### src/rtl/lldma_pkg.sv
package lldma_pkg;

    typedef enum logic [2:0] {
        ST_IDLE,
        ST_HDR_REQ,
        ST_HDR_WAIT,
        ST_PAY_REQ,
        ST_PAY_WAIT,
        ST_PAY_SEND,
        ST_LINK
    } walk_st_e;

endpackage

### src/rtl/lldma_loop_guard.sv
// Checkpoint-based cycle detector with a doubling node interval.
module lldma_loop_guard #(
    parameter int ADDR_W         = 24,
    parameter int CNT_W          = 32,
    parameter int FIRST_INTERVAL = 32
) (
    input  logic              clk,
    input  logic              rst_n,
    input  logic              init_i,
    input  logic [ADDR_W-1:0] init_addr_i,
    input  logic              step_i,
    input  logic [ADDR_W-1:0] next_addr_i,
    output logic              hit_o
);

    typedef struct packed {
        logic [ADDR_W-1:0] ckpt;
        logic [CNT_W-1:0]  interval;
        logic [CNT_W-1:0]  count;
    } guard_t;

    guard_t g_d, g_q;

    assign hit_o = (next_addr_i == g_q.ckpt);

    always_comb begin
        g_d = g_q;
        if (init_i) begin
            g_d.ckpt     = init_addr_i;
            g_d.interval = CNT_W'(FIRST_INTERVAL);
            g_d.count    = '0;
        end else if (step_i) begin
            if (g_q.count == g_q.interval) begin
                g_d.ckpt = next_addr_i;
                // saturate instead of wrapping to zero
                if (!g_q.interval[CNT_W-1]) begin
                    g_d.interval = g_q.interval << 1;
                end
            end
            g_d.count = g_q.count + 1'b1;
        end
    end

    always_ff @(posedge clk or negedge rst_n) begin
        if (!rst_n) begin
            g_q <= '0;
        end else begin
            g_q <= g_d;
        end
    end

endmodule

### src/rtl/lldma_cost_acc.sv
// Per-walk cost estimate: fixed charge per block plus a payload-dependent charge.
module lldma_cost_acc #(
    parameter int COST_W     = 32,
    parameter int LEN_W      = 8,
    parameter int NODE_COST  = 10,
    parameter int BLOCK_COST = 5
) (
    input  logic              clk,
    input  logic              rst_n,
    input  logic              init_i,
    input  logic              add_i,
    input  logic [LEN_W-1:0]  len_i,
    output logic [COST_W-1:0] cost_o
);

    logic [COST_W-1:0] cost_d, cost_q;
    logic [COST_W-1:0] extra;

    always_comb begin
        extra  = (len_i != '0) ? (COST_W'(BLOCK_COST) + COST_W'(len_i)) : '0;
        cost_d = cost_q;
        if (init_i) begin
            cost_d = '0;
        end else if (add_i) begin
            cost_d = cost_q + COST_W'(NODE_COST) + extra;
        end
    end

    always_ff @(posedge clk or negedge rst_n) begin
        if (!rst_n) begin
            cost_q <= '0;
        end else begin
            cost_q <= cost_d;
        end
    end

    assign cost_o = cost_q;

endmodule

### src/rtl/lldma_walker.sv
// Walks a chain of command blocks in memory and streams their payload words.
module lldma_walker
    import lldma_pkg::*;
#(
    parameter int ADDR_W         = 24,
    parameter int MEM_AW         = 21,
    parameter int DATA_W         = 32,
    parameter int LEN_W          = 8,
    parameter int COST_W         = 32,
    parameter int CNT_W          = 32,
    parameter int FIRST_INTERVAL = 32,
    parameter int NODE_COST      = 10,
    parameter int BLOCK_COST     = 5
) (
    input  logic              clk,
    input  logic              rst_n,
    input  logic              start_i,
    input  logic [ADDR_W-1:0] start_addr_i,
    output logic              mem_req_valid_o,
    input  logic              mem_req_ready_i,
    output logic [MEM_AW-1:0] mem_req_addr_o,
    input  logic              mem_rsp_valid_i,
    input  logic [DATA_W-1:0] mem_rsp_data_i,
    output logic              cmd_valid_o,
    input  logic              cmd_ready_i,
    output logic [DATA_W-1:0] cmd_data_o,
    output logic              busy_o,
    output logic              done_o,
    output logic              loop_abort_o,
    output logic [COST_W-1:0] cost_o
);

    localparam int WORD_BYTES = DATA_W / 8;
    localparam int WORD_LSB   = $clog2(WORD_BYTES);
    localparam int END_BIT    = ADDR_W - 1;

    typedef struct packed {
        walk_st_e          st;
        logic [MEM_AW-1:0] rd_addr;
        logic [ADDR_W-1:0] next_addr;
        logic [LEN_W-1:0]  len;
        logic [LEN_W-1:0]  idx;
        logic [DATA_W-1:0] word;
        logic              done;
        logic              loop_abort;
    } walk_t;

    walk_t w_d, w_q;

    logic             guard_init, guard_step, loop_hit;
    logic             cost_init, cost_add;
    logic [LEN_W-1:0] hdr_len;
    logic [ADDR_W-1:0] hdr_next;

    function automatic logic [MEM_AW-1:0] word_addr(input logic [ADDR_W-1:0] a);
        logic [MEM_AW-1:0] m;
        m = a[MEM_AW-1:0];
        m[WORD_LSB-1:0] = '0;
        return m;
    endfunction

    assign hdr_len  = mem_rsp_data_i[DATA_W-1 -: LEN_W];
    assign hdr_next = mem_rsp_data_i[ADDR_W-1:0];

    always_comb begin
        w_d        = w_q;
        w_d.done   = 1'b0;
        guard_init = 1'b0;
        guard_step = 1'b0;
        cost_init  = 1'b0;
        cost_add   = 1'b0;
        unique case (w_q.st)
            ST_IDLE: begin
                if (start_i) begin
                    w_d.loop_abort = 1'b0;
                    w_d.rd_addr    = word_addr(start_addr_i);
                    guard_init     = 1'b1;
                    cost_init      = 1'b1;
                    if (start_addr_i[END_BIT]) begin
                        w_d.done = 1'b1;
                    end else begin
                        w_d.st = ST_HDR_REQ;
                    end
                end
            end
            ST_HDR_REQ: begin
                if (mem_req_ready_i) w_d.st = ST_HDR_WAIT;
            end
            ST_HDR_WAIT: begin
                if (mem_rsp_valid_i) begin
                    w_d.len       = hdr_len;
                    w_d.next_addr = hdr_next;
                    w_d.idx       = '0;
                    w_d.rd_addr   = w_q.rd_addr + MEM_AW'(WORD_BYTES);
                    cost_add      = 1'b1;
                    w_d.st        = (hdr_len == '0) ? ST_LINK : ST_PAY_REQ;
                end
            end
            ST_PAY_REQ: begin
                if (mem_req_ready_i) w_d.st = ST_PAY_WAIT;
            end
            ST_PAY_WAIT: begin
                if (mem_rsp_valid_i) begin
                    w_d.word = mem_rsp_data_i;
                    w_d.st   = ST_PAY_SEND;
                end
            end
            ST_PAY_SEND: begin
                if (cmd_ready_i) begin
                    if (w_q.idx == w_q.len - 1'b1) begin
                        w_d.st = ST_LINK;
                    end else begin
                        w_d.idx     = w_q.idx + 1'b1;
                        w_d.rd_addr = w_q.rd_addr + MEM_AW'(WORD_BYTES);
                        w_d.st      = ST_PAY_REQ;
                    end
                end
            end
            ST_LINK: begin
                guard_step = 1'b1;
                if (loop_hit) begin
                    w_d.loop_abort = 1'b1;
                    w_d.done       = 1'b1;
                    w_d.st         = ST_IDLE;
                end else if (w_q.next_addr[END_BIT]) begin
                    w_d.done = 1'b1;
                    w_d.st   = ST_IDLE;
                end else begin
                    w_d.rd_addr = word_addr(w_q.next_addr);
                    w_d.st      = ST_HDR_REQ;
                end
            end
            default: w_d.st = ST_IDLE;
        endcase
    end

    always_ff @(posedge clk or negedge rst_n) begin
        if (!rst_n) begin
            w_q    <= '0;
            w_q.st <= ST_IDLE;
        end else begin
            w_q <= w_d;
        end
    end

    lldma_loop_guard #(
        .ADDR_W        (ADDR_W),
        .CNT_W         (CNT_W),
        .FIRST_INTERVAL(FIRST_INTERVAL)
    ) u_guard (
        .clk        (clk),
        .rst_n      (rst_n),
        .init_i     (guard_init),
        .init_addr_i(start_addr_i),
        .step_i     (guard_step),
        .next_addr_i(w_q.next_addr),
        .hit_o      (loop_hit)
    );

    lldma_cost_acc #(
        .COST_W    (COST_W),
        .LEN_W     (LEN_W),
        .NODE_COST (NODE_COST),
        .BLOCK_COST(BLOCK_COST)
    ) u_cost (
        .clk   (clk),
        .rst_n (rst_n),
        .init_i(cost_init),
        .add_i (cost_add),
        .len_i (hdr_len),
        .cost_o(cost_o)
    );

    assign mem_req_valid_o = (w_q.st == ST_HDR_REQ) || (w_q.st == ST_PAY_REQ);
    assign mem_req_addr_o  = w_q.rd_addr;
    assign cmd_valid_o     = (w_q.st == ST_PAY_SEND);
    assign cmd_data_o      = w_q.word;
    assign busy_o          = (w_q.st != ST_IDLE);
    assign done_o          = w_q.done;
    assign loop_abort_o    = w_q.loop_abort;

endmodule

### config.mk
export PLATFORM = sky130hd
export DESIGN_NAME = lldma_walker
export DESIGN_NICKNAME = d
export VERILOG_FILES = /design/src/rtl/lldma_pkg.sv /design/src/rtl/lldma_loop_guard.sv /design/src/rtl/lldma_cost_acc.sv /design/src/rtl/lldma_walker.sv
export SDC_FILE = /design/constraint.sdc
export NUM_CORES = 1
export LEC_CHECK = 0
export BUFFER_PORTS_ARGS = -buffer_cell sky130_fd_sc_hd__clkbuf_2
export CAP_MARGIN = 40
export CORE_MARGIN = 2
export CORE_UTILIZATION = 64
export DETAILED_ROUTE_END_ITERATION = 16
export MAX_ROUTING_LAYER = met4
export PLACE_DENSITY_LB_ADDON = 0.15
export SYNTH_ARGS = -nofsm -noshare
export SYNTH_HDL_FRONTEND = slang
export SYNTH_HIERARCHICAL = 1
export SYNTH_SLANG_ARGS = --single-unit
### constraint.sdc
create_clock -name clk -period 7.4 [get_ports clk]
set_input_delay 2.22 -clock clk [delete_from_list [all_inputs] [get_ports clk]]
set_output_delay 2.22 -clock clk [all_outputs]
set_load 0.01 [all_outputs]
# Word level (Yosys, flattened, before mapping)
# Index checks and enable logic that the tools add are counted.
# word_totals
out_inout_bits	90
regBits	218
elab_cells	97
# op_classes
add_sub_neg	7
n_reduce_logical	19
mux	37
eq_ne	21
# op_table
operator	n
$mux W88	2
$mux W32	4
$pmux W21 S4	1
$mux W64	1
$mux W21	3
$mux W56	1
$mux W24	2
$add A32 B1 Y32 const B	1
$add A32 B32 Y32	1
$add A32 B4 Y32 const B	1
$eq A32 B32 Y1	1
$eq A24 B24 Y1	1
$ne A2 B2 Y1 const B	11
$add A21 B3 Y21 const B	1
$pmux W3 S7	1
$mux W3	6
$mux W8	2
$pmux W8 S2	1
$reduce_and A7 Y1	2
$mux W1	11
$reduce_bool A2 Y1	5
$add A3 B8 Y9 const A	1
$eq A3 B3 Y1 const B	3
$add A8 B1 Y8 const B	1
16 further kinds	20

# Longest topological paths before layout
# Gate-level depths: netlist of run 1.
# logic_depth
word_depth	5
mapped_depth	15
mapped_depth_nobuf	14

# Cells and area by module
# Netlist of run 1, hierarchy kept.
# modules_own_cells
module	area_each_um2	instances	cells_each
lldma_walker	5203.7	1	547
lldma_loop_guard	4588.2	1	475
lldma_cost_acc	2697.6	1	281

# Worst setup path before layout of run 1
# No wires, ideal clock.
# synth_path
kind	input-to-reg
startpoint	input mem_rsp_data_i[24]
endpoint	register u_cost.cost_q[21], in the netlist u_cost/cost_o[21]
stages	14
setup_time_ns	0.128
path_slack_ns	2.454
required_ns	7.272
arrival_time_ns	4.818
path_cell_list	inv_1 > ha_1 > nor4b_1 > and2_1 > nor2_1 > ha_1 > ha_1 > fa_1 > a21o_1 > and4_1 > buf_4 > o2111ai_4 > a21oi_1 > mux2_1
# synth_between
elab_chain_len	5
elab_cells_between_ends	6
classes_between	add/sub: 2; mux: 3; reduce/logical: 1
# synth_lines
element	line	source
start, declared	lldma_walker.sv:23	input logic [DATA_W-1:0] mem_rsp_data_i,
$add A3 B8 Y9 or $reduce_bool A8 Y1 (tied branches)	lldma_cost_acc.sv:20	extra = (len_i != '0) ? (COST_W'(BLOCK_COST) + COST_W'(len_i)) : '0;
$mux W32 *	lldma_cost_acc.sv:20	
$add A32 B32 Y32 *	lldma_cost_acc.sv:25	cost_d = cost_q + COST_W'(NODE_COST) + extra;
$mux W32 *	lldma_cost_acc.sv:24	end else if (add_i) begin
$mux W32 *	lldma_cost_acc.sv:22	if (init_i) begin
end signal, assigned	lldma_cost_acc.sv:33	cost_q <= cost_d;
end, declared	lldma_cost_acc.sv:16	logic [COST_W-1:0] cost_d, cost_q;
# Mark *: on every way between the ends. The rest lies on a longest branch, timed or not. The select of a mux whose other input is x is not followed.
# A chain may end at the register's enable or synchronous reset.

# Worst setup path in the final report of run 1
# layout_path
startpoint	input mem_rsp_data_i[24]
endpoint	register u_cost.cost_q[27], in the netlist u_cost/cost_o[27]
# Same word-level chain as after synthesis.

==> out/qor_table.md, run 1 <==
| Result | Reported |
| --- | --- |
| Number of antenna violations at the first check in global routing | 0 |
| Hold buffer count at cts | 0 |
| Remaining design rule violation count | 0 |
| Maximum fanout along the worst path | 8 |
| Number of buffer and inverter instances along the worst setup path | 2 |
| Kind of start point of the critical path | input pin |
| Most frequent cell after synthesis | sky130_fd_sc_hd__dfrtp_1 |
| Result of the run | finished clean |
| Total non-filler cell area in the finished layout | 13810 um^2 |
| Input/output buffers | 149 |
| Count of antenna-violating nets left after detailed routing | 0 |
| Final RePlAce weighted congestion | 0.8873 |
| Netlist area before placement | 12490 um^2 |
| Max-slew violations | 0 |
| Area overhead of the layout relative to synthesis | 10.58% |
| Number of buffers added by the clock tree synthesis step | 24 |
| Fraction of the yosys area taken by sequential cells | 43.08% |
| Slowest stage delay, CP | 410 ps |
| Number of vias per cell | 6.094 |
| Worst relative slew slack | 41.08% |
| Worst-case hold slack | 502.9 ps |
| Actual transition at the worst max-transition pin | 883.9 ps |
| First-pass iteration count of the detailed router | 5 |
| Cell accounting for the most synthesized area | sky130_fd_sc_hd__dfrtp_1 |
| Total Nets Final | 1459 |
| Via count of the first global-routing pass | 9361 |
| Ratio of total power to cell area | 354.0 nW/um^2 |
| Critical path cell sequence | clkbuf_2, inv_1, ha_1, nor4b_1, and2_1, nor2_1, ha_1, ha_1, fa_1, a21o_1, and4_1, o2111ai_4, a21oi_1, mux2_1 |
| Min-delay worst type | reg2reg |
| RSZ-0062 raised after global routing | false |
| First-pass GRT wire length | 48.50 mm |
| Worst VDD drop | 0.0002644 V |
| Final hold viol count | 0 |
| Total I/O pin count | 152 |
| Residual overflow from global routing | 0 |
| Worst-path cell with the longest stage delay | sky130_fd_sc_hd__fa_1 |
| Post-Synthesis Cells | 1303 |
| Leakage power of the design | 6.102 nW |
| Buffers from clock root to sink, at most | 3 |
| Standard-cell rows | 51 |
| Arr. time, crit path | 5370 ps |
| Area of placed instances | 12990 um^2 |
| Cell types with the largest area share after synthesis | sky130_fd_sc_hd__dfrtp_1 43%, sky130_fd_sc_hd__nand2_1 5.3%, sky130_fd_sc_hd__xnor2_1 4.4% |
| Top-area cell type share of the netlist area | 43.08% |
| Die area | 20650 um^2 |
| Routed via count | 10090 |
| Initial Utilization | 64.60% |
| Routed length per placed instance | 18.35 um |
| Final core utilization | 71.43% |
| Crit path max-delay family | adder cells |
| Async set-reset flop share out of synthesis | 100.0% |
| Core area | 19330 um^2 |
| Clock latency at the later pin of the worst-skew pair | 520 ps |
| Clock sink count | 215 |
| Final setup vio count | 0 |
| Pin count of the biggest net entering global routing | 112 |
| Worst setup skew after layout | 9.971 ps |
| Nature of the critical path endpoint | flip-flop |
| CTS clock-pin slew for the worst setup and hold paths | 60 ps |
| Clock root buffer master | sky130_fd_sc_hd__clkbuf_16 |
| Number of max-cap violations | 0 |
| Prevailing post-synth register cell | sky130_fd_sc_hd__dfrtp_1 |
| Period utilisation layout | 67.13% |
| Ant. Diodes | 0 |
| Critical path type | in2reg |
| Multi-input gate area | 6326 um^2 |
| Overall routed net length | 30.37 mm |
| Number of synthesized flops with an enable pin | 0 |
| Final sum of negative setup slack | 0 ps |
| Synthesis warning total | 6 |
| Crit-path most repeated cell | sky130_fd_sc_hd__ha_1 |
| Total Routing Usage GR | 29.99% |
| Fraction of layout cells with a size suffix above 1 | 20.36% |
| Die boundary width | 143.7 um |
| # H-tree levels | 1 |
| Clock tree from TritonCTS | built |
| Post-CTS Resized | 0 |
| Mean instance size in the synthesized netlist | 9.585 um^2 |
| Synth Register Bits | 215 |
| Sequential cell area in the final layout | 5380 um^2 |
| Most used standard cells in the synthesized netlist | 215 x sky130_fd_sc_hd__dfrtp_1, 176 x sky130_fd_sc_hd__nand2_1, 116 x sky130_fd_sc_hd__nor2_1 |
| Vertical die dimension | 143.7 um |
| Data required time of the worst path | 7800 ps |
| Filler cells | 1519 |
| Post-CTS repair timing setup buffer count | 0 |
| Violation count after the first detailed-route iteration | 697 |
| Placed wire-length estimate | 20.87 mm |
| Maximum clock frequency | 201.3 MHz |
| Distinct cell type count after synthesis | 79 |
| Final worst path period need | 4967 ps |
## per-stage QoR
step,cells,power (W),worst slack [ps]
floorplan,1304,0.003244,2454
global placement,1609,0.003589,1773
detailed placement,1611,0.003638,1955
CTS,1655,0.004888,2477
global route,1655,0.005181,2243
finish,1655,0.004889,2433
## layer usage
metal / GRT usage, % / up-vias / share of wire, %
li1: - / 4703 / -
met2: 46.59 / 382 / 47
met1: 42.47 / 4974 / 45
met3: 5.032 / 27 / 7.0
met4: 5.057 / 0 / 1.2
met5: - / - / 0
## registers in the layout (all words and copies together) (netlist names)
signal / count
u_guard/g_q: 87
loop_abort_o: 1
done_o: 1
u_cost/cost_o: 32
w_q: 43
mem_req_addr_o: 19
cmd_data_o: 32
## worst reg2reg max path: stages (launching register included)
cell and delay, ps:
sky130_fd_sc_hd__dfrtp_1 530, sky130_fd_sc_hd__nor2b_1 270, sky130_fd_sc_hd__and2_0 150, sky130_fd_sc_hd__buf_4 300, sky130_fd_sc_hd__nor2b_1 230, sky130_fd_sc_hd__nand4_1 170
sky130_fd_sc_hd__or4_1 930, sky130_fd_sc_hd__nor3_4 290, sky130_fd_sc_hd__buf_4 460, sky130_fd_sc_hd__mux2i_1 280
## path summary, 6_finish.rpt
check / startpoint / endpoint / slack, ps / depth (start not counted)
max: mem_rsp_data_i[24] / u_cost/cost_o[27]$_DFFE_PN0P_ / 2430 / 14
min in group asynchronous: rst_n / u_guard/g_q[16]$_DFFE_PN0P_ / 1740 / 1
min: cmd_data_o[1]$_DFFE_PN0P_ / cmd_data_o[1]$_DFFE_PN0P_ / 500 / 1
max reg2reg: w_q[96]$_DFFE_PN0P_ / u_guard/g_q[35]$_DFFE_PN0P_ / 3700 / 9
min reg2reg: cmd_data_o[1]$_DFFE_PN0P_ / cmd_data_o[1]$_DFFE_PN0P_ / 500 / 1
max in group asynchronous: rst_n / cmd_data_o[2]$_DFFE_PN0P_ / 4260 / 2
## logic make-up (layout without fill, tap and decap cells)
kind of cell / Yosys count / in the layout / synth area share, %
muxes: 99 / 99 / 8.866
other: 1 / 2 / 0.03003
and+or+nand+nor: 513 / 513 / 19.87
adders and majority gates: 25 / 25 / 2.565
xor gates and xnor gates: 97 / 97 / 6.802
DFF: 215 / 215 / 43.08
buffers and inverters: 142 / 228 / 6.542
AOI/OAI and AO/OA: 211 / 211 / 12.25
## report_power, final
group / leakage [nW] / switching [W] / internal (W)
Sequential: 2.77 / 0.000350 / 0.00150
Combinational: 2.93 / 0.00105 / 0.000755
Clock: 0.401 / 0.000482 / 0.000747
## cell usage in the layout, fill, tap and decap left out, types with 11 or more instances in the layout
| cell type | n |
|---|---|
| sky130_fd_sc_hd__o21ai_0 | 52 |
| sky130_fd_sc_hd__clkbuf_2 | 148 |
| sky130_fd_sc_hd__dfrtp_1 | 215 |
| sky130_fd_sc_hd__or3_1 | 15 |
| sky130_fd_sc_hd__inv_1 | 17 |
| sky130_fd_sc_hd__nand4_1 | 33 |
| sky130_fd_sc_hd__nor2_1 | 116 |
| sky130_fd_sc_hd__buf_4 | 14 |
| sky130_fd_sc_hd__mux2_1 | 11 |
| sky130_fd_sc_hd__nor3_1 | 17 |
| sky130_fd_sc_hd__nand2_1 | 176 |
| sky130_fd_sc_hd__xor2_1 | 34 |
| sky130_fd_sc_hd__ha_1 | 24 |
| sky130_fd_sc_hd__a31oi_1 | 28 |
| sky130_fd_sc_hd__nand3_1 | 62 |
| sky130_fd_sc_hd__nor4_1 | 11 |
| sky130_fd_sc_hd__mux2_2 | 38 |
| sky130_fd_sc_hd__mux2_4 | 11 |
| sky130_fd_sc_hd__nor2b_1 | 19 |
| sky130_fd_sc_hd__xnor2_1 | 63 |
| sky130_fd_sc_hd__clkbuf_16 | 25 |
| sky130_fd_sc_hd__a21oi_1 | 45 |
| sky130_fd_sc_hd__mux2i_1 | 39 |
## cell type report
type,count,share of cell area (%)
Multi-Input combinational cell,947,45.81
Sequential cell,215,38.96
Timing Repair Buffer,164,6.342
Clock buffer,36,5.264
Tap cell,265,2.401
Clock inverter,8,0.6885
Inverter,20,0.5436
Power figures use the tool's default switching activity.
==> run 2, diff against run 1 <==
ABC_AREA = 1   (was default)
CORE_UTILIZATION = 60   (was 64)
clock period = 4.96 ns   (was 7.4 ns; I/O delays follow)
==> run 2 against run 1 <==
Against the previous run:
- die area increased by 17%
- area after synthesis increased by 10%
- cell count rose by 40%
- core utilization is 4.7 points lower
- critical path depth is 4 higher
- synthesized cell count rose by 49%
- global-route usage decreased by 0.15 points
- clock power increased by 49%
- sequential power is 48% higher
==> out/qor_table.md, run 2 <==
| Result | Reported | Change |
| --- | --- | --- |
| Total Routing Usage GR | 29.84% | -0.15 points |
| Final worst path period need | 3517 ps |  |
| Inst Count DP | 2275 | +41% |
| Hold Crit Endpoint | cmd_data_o[10]$_DFFE_PN0P_ |  |
| Critical path type | in2reg |  |
| Number of flip-flops in the largest register | 87 | unchanged |
| Worst relative slew slack | 48.56% | +7.5 points |
| Number of buffers added by the clock tree synthesis step | 24 | unchanged |
| Total I/O pin count | 152 | unchanged |
| Initial Utilization | 60.94% | -3.7 points |
| Critical R2R Capture | u_guard/g_q[37]$_DFFE_PN0P_ |  |
| Netlist area before placement | 13760 um^2 | +10% |
| Remaining design rule violation count | 0 | unchanged |
| Power share of the combinational group | 39.6% | +2.6 points |
| Worst setup skew after layout | 15.41 ps | +5.435 ps |
| Most used standard cells in the synthesized netlist | 581 x sky130_fd_sc_hd__nand2_1, 228 x sky130_fd_sc_hd__inv_1, 215 x sky130_fd_sc_hd__dfrtp_1 |  |
| Violation count after the first detailed-route iteration | 1092 | +57% |
| Commonest non-fill, non-tap cell in the layout | sky130_fd_sc_hd__nand2_1 |  |
| Filler cells | 1977 | +30% |
| RR Startpoint | w_q[97]$_DFFE_PN0P_ |  |
| Clock root buffer master | sky130_fd_sc_hd__clkbuf_16 |  |
| First-pass iteration count of the detailed router | 6 | +1 |
| Mean instance size in the synthesized netlist | 7.080 um^2 | -26% |
| Number of antenna violations at the first check in global routing | 2 | +2 |
| Fraction of the yosys area taken by sequential cells | 39.11% | -4.0 points |
| Distinct cell type count after synthesis | 51 | -35% |
| Count of placed standard cells in the final layout, fillers left out | 2320 | +40% |
| Multi-input gate area | 6688 um^2 | +5.7% |
| Final sum of negative setup slack | 0 ps | unchanged |
| Max-slew violations | 0 | unchanged |
| Top-area cell type share of the netlist area | 39.11% | -4.0 points |
| Post-Synthesis Cells | 1943 | +49% |
| Area overhead of the layout relative to synthesis | 9.569% |  |
| Input/output buffers | 149 | unchanged |
| Kind of start point of the critical path | input pin |  |
| Count of antenna-violating nets left after detailed routing | 0 | unchanged |
| Cell types with the largest area share after synthesis | sky130_fd_sc_hd__dfrtp_1 39%, sky130_fd_sc_hd__nand2_1 16%, sky130_fd_sc_hd__nand3_1 6.3% |  |
| Sequential cell area in the final layout | 5380 um^2 | unchanged |
| Switch share | 41.94% | +3.4 points |
| Length in cells of the worst reg-to-reg path | 13 | +4 |
| Number of vias per cell | 5.505 | -9.7% |
| Arr. time, crit path | 3980 ps | -1390 ps |
| Internal Pwr Total | 0.004376 W | +46% |
| Clock network fraction of design power | 24.2% | -0.9 points |
| Routed via count | 12770 | +27% |
| Worst VDD drop | 0.0003657 V | +38% |
| Clock sink count | 215 | unchanged |
| Hold buffer count at cts | 0 | unchanged |
| Period utilisation layout | 70.91% |  |
| Nature of the critical path endpoint | flip-flop |  |
| Async set-reset flop share out of synthesis | 100.0% | unchanged |
| Data required time of the worst path | 5420 ps | -2380 ps |
| Post-CTS repair timing setup buffer count | 0 | unchanged |
| First-pass GRT wire length | 57.29 mm | +18% |
| Placed wire-length estimate | 25.50 mm | +22% |
| Die boundary width | 155.4 um | +8.2% |
| Most frequent cell after synthesis | sky130_fd_sc_hd__nand2_1 |  |
| Routed length per placed instance | 15.21 um | -17% |
| Fraction of layout cells with a size suffix above 1 | 15.00% | -5.4 points |
| Buffers from clock root to sink, at most | 3 | unchanged |
| Synth Register Bits | 215 | unchanged |
| Synthesis warning total | 6 | unchanged |
| Via count of the first global-routing pass | 11740 | +25% |
| Clock latency at the later pin of the worst-skew pair | 530 ps | about the same |
| Standard-cell rows | 55 | +7.8% |
| Ratio of total power to cell area | 500.1 nW/um^2 | +41% |
| Clock tree from TritonCTS | built |  |
| Sequential share of power | 36.2% | -1.7 points |
| Total Nets Final | 2103 | +44% |
| Final setup vio count | 0 | unchanged |
| Maximum fanout along the worst path | 4 | -4 |
| Worst-case hold slack | 491.2 ps | -11.64 ps |
| Min-delay worst type | reg2reg |  |
| Post-CTS Resized | 0 | unchanged |
| # H-tree levels | 1 | unchanged |
| Result of the run | finished clean |  |
| Maximum clock frequency | 284.3 MHz |  |
| RSZ-0062 raised after global routing | false |  |
| Cell accounting for the most synthesized area | sky130_fd_sc_hd__dfrtp_1 |  |
| Number of max-cap violations | 0 | unchanged |
| Leakage power of the design | 7.750 nW | +27% |
| Overall routed net length | 35.29 mm | +16% |
| Highest-count cells in the layout ignoring fill and taps | 580 x sky130_fd_sc_hd__nand2_1, 228 x sky130_fd_sc_hd__inv_1, 215 x sky130_fd_sc_hd__dfrtp_1, 172 x sky130_fd_sc_hd__nand3_1, 157 x sky130_fd_sc_hd__nor2_1 |  |
| Die area | 24150 um^2 | +17% |
| Final hold viol count | 0 | unchanged |
| Registers with the highest flip-flop counts | u_guard/g_q: 87 flops, w_q: 43 flops |  |
| Prevailing post-synth register cell | sky130_fd_sc_hd__dfrtp_1 |  |
| Core area | 22570 um^2 | +17% |
| Actual transition at the worst max-transition pin | 769.5 ps | -114.4 ps |
| Reg-to-reg setup timing slack | 2030 ps | -1670 ps |
| Vertical die dimension | 155.4 um | +8.2% |
| Launch point of the worst hold path | cmd_data_o[10]$_DFFE_PN0P_ |  |
| Residual overflow from global routing | 0 | unchanged |
| Min-Delay Path Depth | 2 | +1 |
| Switching power of the nets | 0.003161 W | +68% |
| Pin count of the biggest net entering global routing | 97 | -13% |
| Top register by number of flip-flops | u_guard/g_q |  |
| Final RePlAce weighted congestion | 0.9197 | +3.7% |
| CTS clock-pin slew for the worst setup and hold paths | 60 ps | about the same |
| Number of synthesized flops with an enable pin | 0 | unchanged |
run 2: routing by layer:
layer  vias to the layer above  GRT usage (%)  routed length (um)
met5                         -              -                   0
met4                         0          8.737                 913
met3                        68          4.401                2392
li1                       6315              -                   -
met2                       427          46.33               16090
met1                      5962          41.02               15890
run 2: kinds of logic (layout without fill, tap and decap cells):
group                      after synthesis  count (layout)  share of synthesized area (%)
and+or+nand+nor                       1079            1079                          34.83
buffers and inverters                  366             455                          12.41
AOI/OAI and AO/OA                      217             217                          8.750
DFF                                    215             215                          39.11
xor gates and xnor gates                40              40                          2.547
adders and majority gates               25              25                          2.329
other                                    1               4                        0.02726
run 2: power by group through the flow:
stage / clock (W) / sequential (W) / combinational (W)
6_report: 0.00183 / 0.00273 / 0.00299
5_1_grt: 0.00192 / 0.00279 / 0.00336
4_1_cts: 0.00185 / 0.00272 / 0.00298
3_5_place_dp: 0 / 0.00274 / 0.00295
3_3_place_gp: 0 / 0.00273 / 0.00286
2_1_floorplan: 0 / 0.00259 / 0.00254
run 2: layout make-up:
cell class              count  share of cell area, %
clock inverters             7                 0.6558
clock buffers              36                  4.682
inverters                 252                  6.284
well taps                 285                  2.366
multi-input cells        1363                  44.37
diodes                      2                0.03321
repair buffers            160                  5.911
flip-flops and latches    215                  35.70
run 2: worst max-delay path: stages:
cell and delay (ps):
sky130_fd_sc_hd__clkbuf_2 120, sky130_fd_sc_hd__inv_1 60, sky130_fd_sc_hd__o21ai_1 190, sky130_fd_sc_hd__nand2_1 90
sky130_fd_sc_hd__nor3_1 190, sky130_fd_sc_hd__nand2_1 100, sky130_fd_sc_hd__xor2_1 130, sky130_fd_sc_hd__inv_1 60
sky130_fd_sc_hd__ha_1 280, sky130_fd_sc_hd__ha_1 360, sky130_fd_sc_hd__nand2_1 110, sky130_fd_sc_hd__nor2_1 190
sky130_fd_sc_hd__nand3_1 110, sky130_fd_sc_hd__nand3_1 160, sky130_fd_sc_hd__nand3_1 120, sky130_fd_sc_hd__nand2_1 80
sky130_fd_sc_hd__nand2_1 50, sky130_fd_sc_hd__nor2_1 100
run 2: worst max-delay path by stage:
stage                            start                            end  slack [ps]
floorplan           mem_rsp_data_i[24]  u_cost/cost_o[26]$_DFFE_PN0P_        1280
detailed placement  mem_rsp_data_i[24]  u_cost/cost_o[31]$_DFFE_PN0P_         930
CTS                 mem_rsp_data_i[24]  u_cost/cost_o[19]$_DFFE_PN0P_        1470
global route        mem_rsp_data_i[24]  u_cost/cost_o[19]$_DFFE_PN0P_        1120
global placement    mem_rsp_data_i[24]  u_cost/cost_o[10]$_DFFE_PN0P_         980
finish              mem_rsp_data_i[24]  u_cost/cost_o[19]$_DFFE_PN0P_        1440
run 2: stage by stage:
step                setup WS (ps)  power (W)  area (um^2)  utilization [%]
floorplan                    1277   0.005134        13760                -
global placement            981.2   0.005590        14200            62.91
detailed placement          927.0   0.005689        14260            63.19
CTS                          1474   0.007550        15070            66.75
global route                 1116   0.008063        15070            66.77
finish                       1443   0.007538        15070            66.77
==> run 3, diff against run 2 <==
clock period = 3.3 ns   (was 4.96 ns; I/O delays follow)
==> run 3 against run 2 <==
Against the previous run:
- global-route usage rose by 0.65 points
- sequential power grew 51%
- clock-buffer cell count grew 3
- wire length is 2.2% higher
- via count increased by 1.7%
- first-iteration DRC count is 10% lower
- clock power grew 47%
- die area unchanged
- hold slack got worse by 66 ps
- sequential share of layout area decreased by 0.46 points
- largest cell class unchanged
- highest routed layer unchanged
==> out/qor_table.md, run 3 (same netlist as run 2, synthesis figures left out) <==
| Result | Reported | Change |
| --- | --- | --- |
| Worst relative slew slack | 61.13% | +13 points |
| # H-tree levels | 1 | unchanged |
| Sequential cell area in the final layout | 5380 um^2 | unchanged |
| Min-delay worst type | in2async |  |
| Period utilisation layout | 91.82% |  |
| Number of antenna violations at the first check in global routing | 1 | -1 |
| Max-slew violations | 0 | unchanged |
| Leakage power of the design | 7.887 nW | +1.8% |
| Input/output buffers | 149 | unchanged |
| Standard-cell rows | 55 | unchanged |
| CTS clock-pin slew for the worst setup and hold paths | 60 ps | about the same |
| Highest-count cells in the layout ignoring fill and taps | 580 x sky130_fd_sc_hd__nand2_1, 228 x sky130_fd_sc_hd__inv_1, 215 x sky130_fd_sc_hd__dfrtp_1, 172 x sky130_fd_sc_hd__nand3_1, 156 x sky130_fd_sc_hd__nor2_1 |  |
| Fraction of layout cells with a size suffix above 1 | 16.25% | +1.2 points |
| Core area | 22570 um^2 | unchanged |
| Total Routing Usage GR | 30.48% | +0.65 points |
| Clock root buffer master | sky130_fd_sc_hd__clkbuf_16 |  |
| Clock latency at the later pin of the worst-skew pair | 540 ps | about the same |
| Number of flip-flops in the largest register | 87 | unchanged |
| Hold buffer count at cts | 0 | unchanged |
| Remaining design rule violation count | 0 | unchanged |
| Final RePlAce weighted congestion | 0.9146 | -0.55% |
| Filler cells | 1945 | -1.6% |
| Final setup vio count | 0 | unchanged |
| Maximum clock frequency | 330.0 MHz |  |
| Count of antenna-violating nets left after detailed routing | 0 | unchanged |
| Post-CTS repair timing setup buffer count | 0 | unchanged |
| Die boundary width | 155.4 um | unchanged |
| Worst VDD drop | 0.0005339 V | +46% |
| Nature of the critical path endpoint | flip-flop |  |
| Violation count after the first detailed-route iteration | 979 | -10% |
| Final worst path period need | 3030 ps |  |
| Result of the run | finished clean |  |
| Pin count of the biggest net entering global routing | 117 | +21% |
| Number of buffers added by the clock tree synthesis step | 25 | +4.2% |
| Clock tree from TritonCTS | built |  |
| First-pass iteration count of the detailed router | 6 | unchanged |
| Vertical die dimension | 155.4 um | unchanged |
| RSZ-0062 raised after global routing | false |  |
| Worst-case hold slack | 425.3 ps | -65.90 ps |
| Actual transition at the worst max-transition pin | 583.1 ps | -186.4 ps |
| RR Startpoint | w_q[97]$_DFFE_PN0P_ |  |
| Placement Setup Slack | -249.4 ps | -1176 ps |
| Via count of the first global-routing pass | 11860 | +1.1% |
| Arr. time, crit path | 3450 ps | -530 ps |
| Ratio of total power to cell area | 747.7 nW/um^2 | +50% |
| Number of vias per cell | 5.533 | +0.51% |
| Routed length per placed instance | 15.35 um | +0.94% |
| Number of max-cap violations | 0 | unchanged |
| Total I/O pin count | 152 | unchanged |
| Buffers from clock root to sink, at most | 3 | unchanged |
| Area overhead of the layout relative to synthesis | 11.01% |  |
| Critical path type | in2reg |  |
| Total Nets Final | 2131 | +1.3% |
| Routed via count | 12990 | +1.7% |
| Commonest non-fill, non-tap cell in the layout | sky130_fd_sc_hd__nand2_1 |  |
| Multi-input gate area | 6695 um^2 | +0.11% |
| First-pass GRT wire length | 58.57 mm | +2.2% |
| Data required time of the worst path | 3720 ps | -1700 ps |
| Final sum of negative setup slack | 0 ps | unchanged |
| Kind of start point of the critical path | input pin |  |
| Maximum fanout along the worst path | 4 | unchanged |
| Initial Utilization | 60.94% | unchanged |
| Launching instance or port of the critical path | mem_rsp_data_i[24] |  |
| Registers with the highest flip-flop counts | u_guard/g_q: 87 flops, w_q: 43 flops |  |
| Residual overflow from global routing | 0 | unchanged |
| Overall routed net length | 36.05 mm | +2.2% |
| Die area | 24150 um^2 | unchanged |
| Placed wire-length estimate | 26.25 mm | +2.9% |
| Worst setup skew after layout | 21.27 ps | +5.867 ps |
| Final critical-path setup slack | 270.1 ps | -1173 ps |
| Top register by number of flip-flops | u_guard/g_q |  |
| Final hold viol count | 0 | unchanged |
| Clock sink count | 215 | unchanged |
==> run 3: changes by cell type in the layout (fill, tap and decap cells not counted), sizes merged <==
cell / previous run / this run
clkinvlp: 1 / 0
inv: 247 / 249
buf: 12 / 39
clkbuf: 184 / 187
diode: 2 / 1
bufinv: 2 / 0
==> run 3: what timing repair did <==
item,in CTS,in global routing
endpoints found under the setup margin,0,6
endpoints found under the hold margin,0,0
resized for setup,0,2
==> run 3: worst paths after layout <==
path | cells past startpoint | slack (ps) | endpoint
setup / recovery | 20 | 270 | u_cost/cost_o[10]$_DFFE_PN0P_
hold / removal | 1 | 430 | u_guard/g_q[14]$_DFFE_PN0P_
hold reg to reg | 2 | 490 | cmd_data_o[22]$_DFFE_PN0P_
setup reg to reg | 11 | 720 | u_guard/g_q[20]$_DFFE_PN0P_
min in group clk | 2 | 490 | cmd_data_o[22]$_DFFE_PN0P_
max in group asynchronous | 2 | 2220 | u_cost/cost_o[22]$_DFFE_PN0P_
==> run 3: metal layers <==
| metal | routed length, um | track usage [%] | up-vias |
|---|---|---|---|
| li1 | - | - | 6358 |
| met1 | 15930 | 42.63 | 6139 |
| met2 | 16940 | 47.56 | 449 |
| met3 | 2606 | 4.847 | 46 |
| met4 | 572 | 6.247 | 0 |
| met5 | 0 | - | - |
==> run 3: through the flow <==
stage	util [%]	cells	area, um^2	total power, W
2_1_floorplan	-	1944	13760	0.007716
3_3_place_gp	64.07	2302	14460	0.008550
3_5_place_dp	64.07	2302	14460	0.008699
4_1_cts	67.61	2347	15260	0.01144
5_1_grt	67.65	2348	15270	0.01225
6_report	67.65	2348	15270	0.01142
==> run 3: where the power goes <==
group | switching, W | internal, W
Combinational | 0.00291 | 0.00171
Clock | 0.00113 | 0.00156
Sequential | 0.000769 | 0.00334
==> run 3: cell type report <==
cell class	instances	area share, %
Inverter	252	6.203
Clock inverter	6	0.3196
Clock buffer	39	4.900
Tap cell	285	2.335
Timing Repair Buffer	187	7.145
Multi-Input combinational cell	1363	43.85
Sequential cell	215	35.23
Antenna cell	1	0.01639
==> run 3: critical path, cell delays in order <==
cell and delay, ps:
sky130_fd_sc_hd__clkbuf_2 110, sky130_fd_sc_hd__ha_1 220, sky130_fd_sc_hd__or2_2 290, sky130_fd_sc_hd__nand2_1 90, sky130_fd_sc_hd__nor2_1 50, sky130_fd_sc_hd__inv_1 60
sky130_fd_sc_hd__o21ai_0 70, sky130_fd_sc_hd__nand2_1 60, sky130_fd_sc_hd__inv_1 40, sky130_fd_sc_hd__ha_1 260, sky130_fd_sc_hd__ha_1 340, sky130_fd_sc_hd__nand2_1 110
sky130_fd_sc_hd__nor2_2 180, sky130_fd_sc_hd__nand3_1 100, sky130_fd_sc_hd__nand3_1 140, sky130_fd_sc_hd__nand2_1 100, sky130_fd_sc_hd__clkinv_1 70, sky130_fd_sc_hd__nand2_1 50
sky130_fd_sc_hd__nand2_1 70, sky130_fd_sc_hd__nor2_1 50
